## src/rtl/dirent_pkg.sv

```systemverilog
package dirent_pkg;

    typedef enum logic [1:0] {
        CMD_NONE  = 2'd0,
        CMD_ADD   = 2'd1,
        CMD_CLEAR = 2'd2,
        CMD_WRITE = 2'd3
    } dir_cmd_e;

    typedef enum logic [1:0] {
        OVF_BCAST      = 2'd0,
        OVF_EVICT      = 2'd1,
        OVF_COARSE     = 2'd2,
        OVF_COARSE_ALT = 2'd3
    } ovf_mode_e;

endpackage

```

## src/rtl/dirent_slot_match.sv

```systemverilog
module dirent_slot_match #(
    parameter int NODE_W = 4,
    parameter int PTRS   = 2
) (
    input  logic [PTRS*NODE_W-1:0] store,
    input  logic [PTRS-1:0]        pv,
    input  logic [NODE_W-1:0]      node,
    output logic [PTRS-1:0]        hit,
    output logic [PTRS-1:0]        free_first
);
    for (genvar s = 0; s < PTRS; s++) begin : g_slot
        assign hit[s] = pv[s] && (store[s*NODE_W +: NODE_W] == node);
    end

    always_comb begin
        logic found;
        found      = 1'b0;
        free_first = '0;
        for (int s = 0; s < PTRS; s++) begin
            if (!pv[s] && !found) begin
                free_first[s] = 1'b1;
                found         = 1'b1;
            end
        end
    end
endmodule

```

## src/rtl/dirent_mask_expand.sv

```systemverilog
module dirent_mask_expand #(
    parameter int NODES  = 16,
    parameter int NODE_W = 4,
    parameter int PTRS   = 2,
    parameter int GROUP  = 2
) (
    input  logic [PTRS*NODE_W-1:0] store,
    input  logic [PTRS-1:0]        pv,
    input  logic                   ovf,
    input  logic                   bcast,
    output logic [NODES-1:0]       mask
);
    for (genvar n = 0; n < NODES; n++) begin : g_node
        logic ptr_hit;
        always_comb begin
            ptr_hit = 1'b0;
            for (int s = 0; s < PTRS; s++) begin
                if (pv[s] && (store[s*NODE_W +: NODE_W] == NODE_W'(n)))
                    ptr_hit = 1'b1;
            end
        end
        assign mask[n] = bcast | (ovf ? store[n / GROUP] : ptr_hit);
    end
endmodule

```

## src/rtl/dirent_lp.sv

```systemverilog
module dirent_lp
    import dirent_pkg::*;
#(
    parameter int NODES = 16,
    parameter int PTRS  = 2,
    parameter int GROUP = 2,
    localparam int NODE_W  = $clog2(NODES),
    localparam int STORE_W = PTRS * NODE_W,
    localparam int CV_W    = NODES / GROUP,
    localparam int GRP_SH  = $clog2(GROUP),
    localparam int PIDX_W  = (PTRS > 1) ? $clog2(PTRS) : 1
) (
    input  logic              clk,
    input  logic              rst_n,
    input  logic              cmd_valid,
    input  logic [1:0]        cmd_op,
    input  logic [NODE_W-1:0] cmd_node,
    input  logic [1:0]        ovf_mode,
    output logic              inv_valid,
    output logic [NODES-1:0]  inv_mask,
    output logic              overflow
);
    typedef struct packed {
        logic [STORE_W-1:0] store;
        logic [PTRS-1:0]    pv;
        logic               ovf;
        logic               bcast;
        logic [PIDX_W-1:0]  rr;
        logic               inv_v;
        logic [NODES-1:0]   inv_m;
    } ent_t;

    ent_t q, d;

    logic [PTRS-1:0]  hit, free_first;
    logic [NODES-1:0] cur_mask;

    dirent_slot_match #(.NODE_W(NODE_W), .PTRS(PTRS)) u_match (
        .store      (q.store),
        .pv         (q.pv),
        .node       (cmd_node),
        .hit        (hit),
        .free_first (free_first)
    );

    dirent_mask_expand #(.NODES(NODES), .NODE_W(NODE_W), .PTRS(PTRS), .GROUP(GROUP)) u_expand (
        .store (q.store),
        .pv    (q.pv),
        .ovf   (q.ovf),
        .bcast (q.bcast),
        .mask  (cur_mask)
    );

    dir_cmd_e  op;
    ovf_mode_e mode;
    assign op   = dir_cmd_e'(cmd_op);
    assign mode = ovf_mode_e'(ovf_mode);

    logic [STORE_W-1:0] node_grp_bit;
    assign node_grp_bit = STORE_W'(1) << (cmd_node >> GRP_SH);

    always_comb begin
        logic [STORE_W-1:0] cv;
        logic [NODE_W-1:0]  victim;
        d       = q;
        d.inv_v = 1'b0;
        d.inv_m = '0;
        cv      = '0;
        victim  = '0;
        for (int s = 0; s < PTRS; s++) begin
            if (q.pv[s])
                cv = cv | (STORE_W'(1) << (q.store[s*NODE_W +: NODE_W] >> GRP_SH));
            if (PIDX_W'(s) == q.rr)
                victim = q.store[s*NODE_W +: NODE_W];
        end
        if (cmd_valid) begin
            case (op)
                CMD_ADD: begin
                    if (q.ovf) begin
                        if (!q.bcast)
                            d.store = q.store | node_grp_bit;
                    end else if (|hit) begin
                        d = d;
                    end else if (|free_first) begin
                        for (int s = 0; s < PTRS; s++) begin
                            if (free_first[s]) begin
                                d.store[s*NODE_W +: NODE_W] = cmd_node;
                                d.pv[s] = 1'b1;
                            end
                        end
                    end else begin
                        case (mode)
                            OVF_BCAST: begin
                                d.ovf   = 1'b1;
                                d.bcast = 1'b1;
                            end
                            OVF_EVICT: begin
                                d.inv_v = 1'b1;
                                d.inv_m = NODES'(1) << victim;
                                for (int s = 0; s < PTRS; s++) begin
                                    if (PIDX_W'(s) == q.rr)
                                        d.store[s*NODE_W +: NODE_W] = cmd_node;
                                end
                                d.rr = (q.rr == PIDX_W'(PTRS - 1)) ? '0 : q.rr + 1'b1;
                            end
                            default: begin
                                d.store = (cv | node_grp_bit) & {{(STORE_W-CV_W){1'b0}}, {CV_W{1'b1}}};
                                d.pv    = '0;
                                d.ovf   = 1'b1;
                            end
                        endcase
                    end
                end
                CMD_CLEAR: begin
                    d.store = '0;
                    d.pv    = '0;
                    d.ovf   = 1'b0;
                    d.bcast = 1'b0;
                    d.rr    = '0;
                end
                CMD_WRITE: begin
                    d.inv_v = 1'b1;
                    d.inv_m = cur_mask & ~(NODES'(1) << cmd_node);
                    d.store = STORE_W'(cmd_node);
                    d.pv    = PTRS'(1);
                    d.ovf   = 1'b0;
                    d.bcast = 1'b0;
                    d.rr    = '0;
                end
                default: d = d;
            endcase
        end
    end

    always_ff @(posedge clk or negedge rst_n) begin
        if (!rst_n) q <= '0;
        else        q <= d;
    end

    assign inv_valid = q.inv_v;
    assign inv_mask  = q.inv_m;
    assign overflow  = q.ovf;

    // writer exclusion
    assert_writer_excluded_R8: assert property (@(posedge clk) disable iff (!rst_n)
        (cmd_valid && cmd_op == CMD_WRITE) |=> ((inv_mask & (NODES'(1) << $past(cmd_node))) == '0));

    assert_write_pulse_R2: assert property (@(posedge clk) disable iff (!rst_n)
        (cmd_valid && cmd_op == CMD_WRITE) |=> inv_valid);

    assert_write_pointer_form_R9: assert property (@(posedge clk) disable iff (!rst_n)
        (cmd_valid && cmd_op == CMD_WRITE) |=> !overflow);

    assert_clear_empty_R1: assert property (@(posedge clk) disable iff (!rst_n)
        (cmd_valid && cmd_op == CMD_CLEAR) |=> (!overflow && !inv_valid && q.pv == '0));

    assert_dup_add_R3: assert property (@(posedge clk) disable iff (!rst_n)
        (cmd_valid && cmd_op == CMD_ADD && !q.ovf && (|hit)) |=>
            ($stable(q.store) && $stable(q.pv) && !inv_valid));

    assert_evict_onehot_R7: assert property (@(posedge clk) disable iff (!rst_n)
        (inv_valid && !$past(cmd_valid && cmd_op == CMD_WRITE)) |-> ($countones(inv_mask) == 1));

    assert_bcast_sticky_R6: assert property (@(posedge clk) disable iff (!rst_n)
        (q.bcast && cmd_valid && cmd_op == CMD_ADD) |=> (q.bcast && overflow && !inv_valid));
endmodule

```

## config.mk

```make
export PLATFORM = sky130hd
export DESIGN_NAME = dirent_lp
export DESIGN_NICKNAME = d
export VERILOG_FILES = /design/src/rtl/dirent_pkg.sv /design/src/rtl/dirent_slot_match.sv /design/src/rtl/dirent_mask_expand.sv /design/src/rtl/dirent_lp.sv
export SDC_FILE = /design/constraint.sdc
export NUM_CORES = 1
export LEC_CHECK = 0
export ABC_AREA = 1
export BUFFER_PORTS_ARGS = -buffer_cell sky130_fd_sc_hd__buf_2
export CORE_MARGIN = 2
export CORE_UTILIZATION = 40
export CTS_CLUSTER_DIAMETER = 150
export DETAILED_ROUTE_END_ITERATION = 7
export PLACE_DENSITY_LB_ADDON = 0.1
export SLEW_MARGIN = 20
export SYNTH_ARGS = -nofsm -noshare
export SYNTH_HDL_FRONTEND = slang
export SYNTH_SLANG_ARGS = --single-unit
```

## constraint.sdc

```tcl
create_clock -name clk -period 2.1 [get_ports clk]
set_clock_uncertainty 0.2 [all_clocks]
set_input_delay 0.315 -clock clk [delete_from_list [all_inputs] [get_ports clk]]
set_output_delay 0.315 -clock clk [all_outputs]
set_load 0.03 [all_outputs]
```

==> summary.txt, run 1 <==
Hold Path Cell Cnt: 4
P per Cell Area: 952 nW/um^2
Top cell by count, worst path: nand2_1
Crit path max fanout: 17
Die area: 8490 um^2
Worst setup EP type: flop
# DRC: 0
R2R setup slack: 0.15 ns
Worst vdd ir: 0.000437 V
H-tree levels: 2
Worst skew pair latency: 0.29 ns
Vias/cell: 5.44
Overall power: 0.00322 W
Initial drt markers: 269
Vias in the first global route: 3276
Ant diodes: 0
Setup TNS: 0 ns
I/O Buffers: 28
Synth Instances: 508
R2r endpoint: q[17]
Ports: 29
M3 GR Usage: 0.0362
R2r startpoint: q[27]
Leakage power: 1.65 nW
Starting Density: 0.407
Final Hold Fails: 0
Fmax: 0.513 GHz
Yosys warning count: 0
Site row count: 32
Clock slew at reported path FFs: 0.07 ns
CP max stage delay: 0.53 ns
Critical path's slowest cell: dfrtp_1
Max Cap Viol: 0
Headroom to the max-slew limit: 0.536
CTS tree: done
Post-layout min period: 1.95 ns
Final Core Density: 0.443
Bufs on Longest Clock Path: 2
Worst-margin pin slew: 0.697 ns
Final net count: 533
Grt met2 use: 0.403
Clk sinks: 30
Core area: 7650 um^2
Seq cells post-synth: 30
Worst Min Path Start: cmd_valid
Initial antenna violation count: 0
Die Y: 92.2 um
Crit start category: flop
Placer Congestion: 0.948
WP data required: 2.07 ns
DR WL/cell: 16.6 um
Synthesized area: 3110 um^2
RSZ-0062 raised after global routing: true
Total gr overflow: 0
Pin count of the biggest net entering global routing: 31
Share of cells above drive strength 1: 0.195
Gr usage total: 0.253
Yosys cell types: 35
CTS Buf Count: 5
Routed Wire Length: 10.4 mm
Met1 Resource Use GR: 0.349
Area Growth Syn to Fin: 8.85%
Setup violators final: 0
Via count: 3402
WHS Endpoint: overflow
Syn avg cell area: 6.12 um^2
Status: finished clean
CP Cell Sequence: inv_2 > nand2_1 > nand2_1 > nor2_1 > nand3b_2 > nand2_4 > buf_12 > nor2_8 > nand3_1 > nor2_1 > nand2_1 > nand2_1
GRT busiest layer: met2
Kind of critical path: reg -> reg
Post-Syn Nets: 519
ANT nets after route: 0
R2R cell count: 12
HPWL Detailed: 8.06 mm
Fin crit share: 0.928
Die width: 92.2 um
First-pass GRT wire length: 16.8 mm
WP data arrival: 1.92 ns
Post-synthesis sequential area ratio: 0.241
CTS Root Cell: clkbuf_8
Initial DRT Pass Iterations: 5
Worst min-delay path category: in -> reg
Max-slew violation count: 0
[report_power, final]
| part | leakage, nW | switching [W] | internal [W] |
|---|---|---|---|
| Clock | 0.0575 | 0.000231 | 0.000331 |
| Combinational | 1.19 | 0.00123 | 0.000568 |
| Sequential | 0.402 | 0.000184 | 0.000675 |
[worst max-delay path: cells and delay by family, from the launching register on]
family / cells / cell delay [ns]
simple gates: 10 / 0.82
flops: 1 / 0.53
buf+inv: 2 / 0.28
[repair_timing]
item                       CTS  global route
setup endpoints to repair    0            10
gates resized for setup      0             5
buffers inserted             0             0
hold buffers                 1             0
hold endpoints to repair    30             0
[worst max path at each step]
| stage | start | end | slack (ns) | depth (start not counted) |
|---|---|---|---|---|
| floorplan | overflow | q[25] | 0.28 | 10 |
| CTS | q[17] | inv_mask[0] | 0.12 | 8 |
| global route | q[27] | q[17] | 0.0004 | 12 |
| global placement | q[17] | inv_mask[0] | 0.12 | 8 |
| detailed placement | cmd_node[3] | q[17] | 0.14 | 13 |
| finish | q[27] | q[17] | 0.15 | 12 |
[kinds of logic (layout without fill, tap and decap cells)]
logic type | after synthesis | in the layout | synth area share
flops | 30 | 30 | 0.241
simple gates | 291 | 291 | 0.429
buf+inv | 94 | 109 | 0.159
compound gates | 93 | 93 | 0.171
[synthesized netlist by cell type]
| master | instances | area share |
|---|---|---|
| nand3_1 | 63 | 0.10 |
| nand2_1 | 145 | 0.18 |
| nor2_8 | 1 | 0.0064 |
| nor2_1 | 53 | 0.064 |
| inv_4 | 2 | 0.0040 |
| o21ai_2 | 2 | 0.0056 |
| clkbuf_1 | 3 | 0.0036 |
| a22oi_1 | 1 | 0.0024 |
| o21ai_0 | 14 | 0.023 |
| nand4_1 | 5 | 0.010 |
| nor3_2 | 15 | 0.048 |
| dfrtp_1 | 30 | 0.24 |
| nand2_2 | 3 | 0.0060 |
| o21a_1 | 1 | 0.0024 |
| a21oi_2 | 1 | 0.0028 |
| a21oi_1 | 38 | 0.061 |
| buf_1 | 1 | 0.0012 |
| nand3b_2 | 1 | 0.0036 |
| nor2_2 | 2 | 0.0040 |
| buf_8 | 1 | 0.0048 |
| nand2_4 | 1 | 0.0036 |
| buf_2 | 13 | 0.021 |
| buf_6 | 4 | 0.014 |
| o21ai_1 | 8 | 0.013 |
| a31oi_1 | 1 | 0.0020 |
| inv_2 | 11 | 0.013 |
| buf_4 | 21 | 0.051 |
| o22ai_1 | 16 | 0.032 |
| o31ai_1 | 2 | 0.0048 |
| clkinv_1 | 1 | 0.0012 |
| o211ai_1 | 5 | 0.012 |
| nand3_2 | 2 | 0.0064 |
| inv_1 | 37 | 0.045 |
| o21bai_1 | 2 | 0.0048 |
| a21boi_0 | 2 | 0.0048 |
[area by class of cell]
class / count / area [um^2]
flip-flops and latches: 30 / 753
inverters: 51 / 196
clock buffers: 8 / 110
repair buffers: 50 / 320
well taps: 102 / 128
fillers: 837 / 4260
multi-input cells: 384 / 1880
[sequential cells by signal, indices dropped and copies added, names as in the netlist]
| register | cells |
|---|---|
| inv_valid | 1 |
| q | 12 |
| inv_mask | 16 |
| overflow | 1 |
[through the flow]
stage	setup slack, ns	hold slack [ns]	std cells	area, um^2
final	0.151	0.235	625	3380
after global routing	0.000405	0.259	625	3380
after CTS	0.117	0.220	625	3370
after detailed placement	0.137	0.207	616	3250
after global placement	0.122	0.196	616	3250
after floorplan	0.283	-0.181	508	3110
[cell usage in the layout (no fill, tap or decap), drive strengths merged]
cell         instances
nand2              149
nand3               65
nor2                56
inv                 50
buf                 49
a21oi               39
dfrtp               30
o21ai               24
o22ai               16
nor3                15
clkbuf               8
nand4                5
o211ai               5
o31ai                2
a21boi               2
o21bai               2
nand3b               1
o21a                 1
clkinv               1
a22oi                1
a31oi                1
dlygate4sd3          1
[metal layers]
layer  up-vias  part of all wire
met3        27             0.064
met5         -                 0
li1       1676                 -
met2       153              0.45
met1      1546              0.46
met4         0             0.031
No activity file was read; power rests on OpenSTA's default activity.
==> run 2, diff against run 1 <==
--- a/config.mk
+++ b/config.mk
@@ -7,10 +7,13 @@
 export LEC_CHECK = 0
 export ABC_AREA = 1
 export BUFFER_PORTS_ARGS = -buffer_cell sky130_fd_sc_hd__buf_2
+export CORE_ASPECT_RATIO = 0.9
 export CORE_MARGIN = 2
 export CORE_UTILIZATION = 40
 export CTS_CLUSTER_DIAMETER = 150
+export CTS_CLUSTER_SIZE = 16
 export DETAILED_ROUTE_END_ITERATION = 7
+export MAX_ROUTING_LAYER = met4
 export PLACE_DENSITY_LB_ADDON = 0.1
 export SLEW_MARGIN = 20
 export SYNTH_ARGS = -nofsm -noshare
==> run 2 against run 1 <==
Compared with the run above: sequential share of layout area shrank 0.58 points; critical endpoint is now inv_mask[11]; global-route usage increased by 2.2 points; critical path depth fell by 5; maximum frequency is 0.90% lower; worst setup slack worse by 0.018 ns; highest routed layer unchanged; routed wire length grew 5.3%; first-iteration DRC count grew 59%; register-to-register slack worse by 0.02 ns; core utilization rose by 1.7 points.
==> summary.txt, run 2 (synthesis gave the netlist of run 1 again) <==
Via count: 3546
Crit start category: flop
Met2 wire length: 4.97 mm
Setup TNS: 0 ns
Max-slew violation count: 0
WP data required: 2.04 ns
Worst vdd ir: 0.000324 V
Kind of critical path: reg -> reg
Worst min-delay path category: in -> reg
Post-CTS setup buffer count: 0
Placer Congestion: 0.988
DR WL/cell: 17.3 um
Die width: 96.9 um
Starting Density: 0.412
Worst path buffer plus inverter count: 2
Setup violators final: 0
Final net count: 544
Metal-1 WL: 4.75 mm
Worst skew pair latency: 0.28 ns
Crit path max fanout: 9
Post-layout min period: 1.97 ns
Final Hold Fails: 0
RSZ-0062 raised after global routing: false
Bufs on Longest Clock Path: 2
Die area: 8500 um^2
P per Cell Area: 943 nW/um^2
Routed Wire Length: 10.9 mm
Most frequent cells in the layout: 145 x nand2_1, 63 x nand3_1, 53 x nor2_1, 37 x a21oi_1, 36 x inv_1
CTS tree: done
Gr usage total: 0.276
Share of cells above drive strength 1: 0.212
Top routing layer used: met4
Critical path's slowest cell: dfrtp_1
Core area: 7540 um^2
# DRC: 0
Filler cells: 837
Area Growth Syn to Fin: 11.6%
Ant diodes: 0
Worst-margin pin slew: 0.711 ns
CP max stage delay: 0.47 ns
Crit path max-delay family: flip-flops
ANT nets after route: 0
Total gr overflow: 0
CP Cell Sequence: buf_4 > o21ai_2 > inv_1 > nand3_1 > nor3_4 > nand3_1 > a21oi_1
WP data arrival: 1.91 ns
WHS: 0.187 ns
HPWL Detailed: 8.59 mm
Placed insts: 621
Routed met3 length: 980 um
Die Y: 87.6 um
Non-Filler Instances: 630
Most common cell after layout, fill and taps aside: nand2_1
Status: finished clean
Headroom to the max-slew limit: 0.526
CTS Buf Count: 5
Fmax: 0.509 GHz
First-pass GRT wire length: 18.0 mm
Multi-input gate area: 1900 um^2
Clock slew at reported path FFs: 0.07 ns
Vias in the first global route: 3485
Vias/cell: 5.63
Pin count of the biggest net entering global routing: 32
Register area: 752 um^2
Clk sinks: 30
Initial antenna violation count: 0
Top cell by count, worst path: nand3_1
Dpl ws: 0.0473 ns
I/O Buffers: 28
Max Cap Viol: 0
Worst setup EP type: flop
H-tree levels: 2
CTS Root Cell: clkbuf_8
Initial drt markers: 427
Max reg flops: 16
Ports: 29
Final worst-path setup slack: 0.134 ns
Initial DRT Pass Iterations: 7
Fin crit share: 0.936
Site row count: 30
Leakage power: 1.70 nW
## run 2: cell types whose count changed in the layout (fill, tap and decap cells not counted), moves of 2 or more
| cell | previous run | this run |
|---|---|---|
| buf_4 | 20 | 30 |
| clkbuf_8 | 8 | 6 |
| nor2_2 | 3 | 1 |
| o21ai_2 | 1 | 3 |
## run 2: cell type report
| type | instances | area share |
|---|---|---|
| Clock buffer | 6 | 0.0238 |
| Tap cell | 96 | 0.0346 |
| Multi-Input combinational cell | 384 | 0.547 |
| Timing Repair Buffer | 61 | 0.117 |
| Sequential cell | 30 | 0.217 |
| Clock inverter | 2 | 0.00361 |
| Inverter | 51 | 0.0566 |
## run 2: power breakdown
part           internal (W)  switching, W  total [W]
logic              0.000617       0.00133    0.00194
clock network      0.000263      0.000238   0.000502
registers          0.000674      0.000152   0.000826
## run 2: repair_timing
action,in CTS,in global routing
hold endpoints to repair,30,0
endpoints found under the setup margin,0,26
hold buffers,1,0
gates resized for setup,0,9
## run 2: per-layer routing
layer	vias to the layer above	GRT usage
li1	1708	-
met1	1626	0.366
met2	194	0.451
met3	18	0.0399
met4	0	0.0602
met5	-	-
## run 2: through the flow
stage               cell area [um^2]   util  power [W]
global route                    3470  0.460    0.00352
floorplan                       3110      -    0.00211
global placement                3320  0.441    0.00272
detailed placement              3320  0.441    0.00270
finish                          3470  0.460    0.00327
CTS                             3430  0.455    0.00321
## run 2: worst reg2reg max path, delay by kind of cell, from the launching register on
family / cells / cell delay [ns]
and+or+nand+nor: 3 / 0.31
AOI/OAI and AO/OA: 2 / 0.42
buffers and inverters: 2 / 0.44
DFF: 1 / 0.47
## run 2: worst paths after layout
check	start	endpoint	slack, ns	depth (start not counted)
min reg2reg	q[23]	q[23]	0.33	2
max reg2reg	q[25]	inv_mask[11]	0.13	7
max in group asynchronous	rst_n	q[17]	0.78	2
min	cmd_valid	overflow	0.19	4
max	q[25]	inv_mask[11]	0.13	7
min in group asynchronous	rst_n	q[20]	0.42	2
==> run 3, diff against run 2 <==
--- a/config.mk
+++ b/config.mk
@@ -18,4 +18,5 @@
 export SLEW_MARGIN = 20
 export SYNTH_ARGS = -nofsm -noshare
 export SYNTH_HDL_FRONTEND = slang
+export SYNTH_HIERARCHICAL = 1
 export SYNTH_SLANG_ARGS = --single-unit
==> run 3 against run 2 <==
Compared with the run above: register-to-register slack got worse by 0.08 ns; worst hold slack worse by 0.0036 ns; sequential cell count is the same; sequential share of layout area decreased by 0.33 points; core utilization increased by 3.2 points; cell count decreased by 1.3%; clock power up 47%; global-route usage is 1.3 points lower.
==> summary.txt, run 3 <==
Max reg flops: 16
EDFF count, synth: 0
GRT busiest layer: met2
Yosys cell types: 35
Post-synth top area share: 0.251
Initial drt markers: 206
Largest area contributor in the synthesized netlist: dfrtp_1
Starting Density: 0.418
Worst setup EP type: flop
M3 GR Usage: 0.0518
R2r endpoint: inv_mask[9]
Post-Syn Nets: 501
Leakage power: 1.86 nW
Hold Path Cell Cnt: 4
Headroom to the max-slew limit: 0.521
Area Growth Syn to Fin: 17.7%
WP data required: 2.11 ns
Post-synthesis simple-gate area fraction: 0.429
Crit path max fanout: 8
Final net count: 539
Filler cells: 763
First-pass GRT wire length: 16.0 mm
Worst-margin pin slew: 0.719 ns
R2r startpoint: q[25]
Critical path origin: q[25]
Worst vdd ir: 0.000835 V
Syn avg cell area: 6.10 um^2
R2R cell count: 10
Gr usage total: 0.263
Setup violators final: 0
Bufs on Longest Clock Path: 2
Worst min-delay path category: in -> reg
Int Pwr: 0.00218 W
Pin count of the biggest net entering global routing: 31
ANT nets after route: 0
Multi-input gate area: 1870 um^2
I/O Buffers: 28
P per Cell Area: 1330 nW/um^2
Clock power share: 0.158
Commonest cells in the netlist: 130 x nand2_1, 58 x nand3_1, 50 x inv_1
Site row count: 29
Main synth FF type: dfrtp_1
Max-slew violation count: 0
Top cells by area, synth: dfrtp_1 25%, nand2_1 16%, nand3_1 9.7%
Critical Path End: inv_mask[9]
DR WL/cell: 16.3 um
Switching power total: 0.00252 W
Status: finished clean
Clock slew at reported path FFs: 0.07 ns
Comb power frac: 0.650
Max Cap Viol: 0
Yosys warning count: 6
Placed insts: 610
Grt met2 use: 0.410
Ant diodes: 0
XOR/XNOR Fraction of Synth Area: 0.00293
Non-Filler Instances: 622
Worst skew pair latency: 0.28 ns
Placer Congestion: 0.964
Initial antenna violation count: 0
Fin crit share: 0.975
Most common cell after layout, fill and taps aside: nand2_1
Synth Instances: 490
Sequential share of power: 0.192
Met1 Resource Use GR: 0.341
Routed Wire Length: 10.1 mm
HPWL Detailed: 7.75 mm
Synthesized area: 2990 um^2
Vias/cell: 5.47
Overall power: 0.00469 W
Kind of critical path: reg -> reg
Die width: 95.1 um
Crit start category: flop
Initial DRT Pass Iterations: 5
Fmax: 0.488 GHz
Via count: 3401
Vias in the first global route: 3200
Area fraction in compound gates after synthesis: 0.167
Post-synthesis sequential area ratio: 0.251
H-tree levels: 2
# DRC: 0
WP data arrival: 2.06 ns
Core area: 7150 um^2
Die Y: 86.0 um
Switching share of power: 0.536
Final Hold Fails: 0
Post-synthesis mux area share: 0
Ys async rst share: 1.00
Clk sinks: 30
Ports: 29
R2R setup slack: 0.05 ns
Register area: 751 um^2
Total gr overflow: 0
Die area: 8180 um^2
Post-layout min period: 2.05 ns
Main combinational cell family by area after synthesis: simple AND/OR/NAND/NOR gates
Share of cells above drive strength 1: 0.250
Seq cells post-synth: 30
Synth Area in Adders: 0
CTS Buf Count: 5
CTS Root Cell: clkbuf_8
Most frequent cell after synthesis: nand2_1
Most frequent cells in the layout: 130 x nand2_1, 53 x nand3_1, 48 x inv_1, 39 x nor2_1, 37 x a21oi_1
CTS tree: done
==> run 3: per-stage QoR <==
| stage | util | area, um^2 | setup TNS (ns) | hold slack [ns] | worst slack (ns) |
|---|---|---|---|---|---|
| floorplan | - | 2990 | 0 | -0.181 | 0.101 |
| detailed placement | 0.457 | 3270 | 0 | 0.207 | 0.0262 |
| finish | 0.492 | 3520 | 0 | 0.184 | 0.0525 |
| global placement | 0.457 | 3270 | 0 | 0.215 | 0.0232 |
| global route | 0.492 | 3520 | -0.188 | 0.215 | -0.0349 |
| CTS | 0.478 | 3420 | 0 | 0.168 | 0.0571 |
==> run 3: layer usage <==
layer  wire length (um)  share of wire  vias to the layer above
met5                  0              0                        -
met4                282          0.028                        0
met3                789          0.078                       27
met2               4670           0.46                      158
met1               4390           0.43                     1548
li1                   -              -                     1668
==> run 3: power groups by stage <==
stage / Sequential, W / Combinational, W / Clock, W
floorplan: 0.000963 / 0.00194 / 0
global placement: 0.000912 / 0.00293 / 0
detailed placement: 0.000906 / 0.00289 / 0
CTS: 0.000895 / 0.00291 / 0.000746
global route: 0.000915 / 0.00339 / 0.000777
finish: 0.000901 / 0.00305 / 0.000740
==> run 3: how the worst min path moves through the flow <==
stage / slack, ns / from / end
global route: 0.22 / cmd_valid / overflow
global placement: 0.21 / rst_n / inv_mask[12]
detailed placement: 0.21 / rst_n / inv_mask[12]
floorplan: -0.18 / rst_n / inv_mask[0]
CTS: 0.17 / cmd_valid / overflow
finish: 0.18 / cmd_valid / overflow
==> run 3: layout make-up <==
cell class / count / share of cell area
clock buffer: 6 / 0.0235
clock inverter: 2 / 0.0171
inverter: 64 / 0.0690
multi-input combinational: 365 / 0.531
sequential: 30 / 0.213
tap: 93 / 0.0331
timing repair buffer: 62 / 0.113
==> run 3: repair_timing <==
action                     CTS  global route
buffers inserted             0             3
gates resized for setup      0            21
hold endpoints to repair    30             0
setup endpoints to repair    0            19
hold buffers                 1             0
==> run 3: cells by family (layout without fill, tap and decap cells) <==
family,Yosys count,count (layout)
buffers and inverters,95,134
AOI/OAI and AO/OA,84,84
xor gates and xnor gates,1,1
and+or+nand+nor,280,280
DFF,30,30
==> run 3: worst max-delay path, cell delays in order (launching register included) <==
cell	delay, ns
dfrtp_1	0.42
or2_1	0.24
nand3_2	0.07
nor2_2	0.05
nor2_4	0.17
nand2_2	0.12
nor2_4	0.13
nand2_4	0.09
nor2_4	0.21
nand3_1	0.12
a21oi_2	0.16
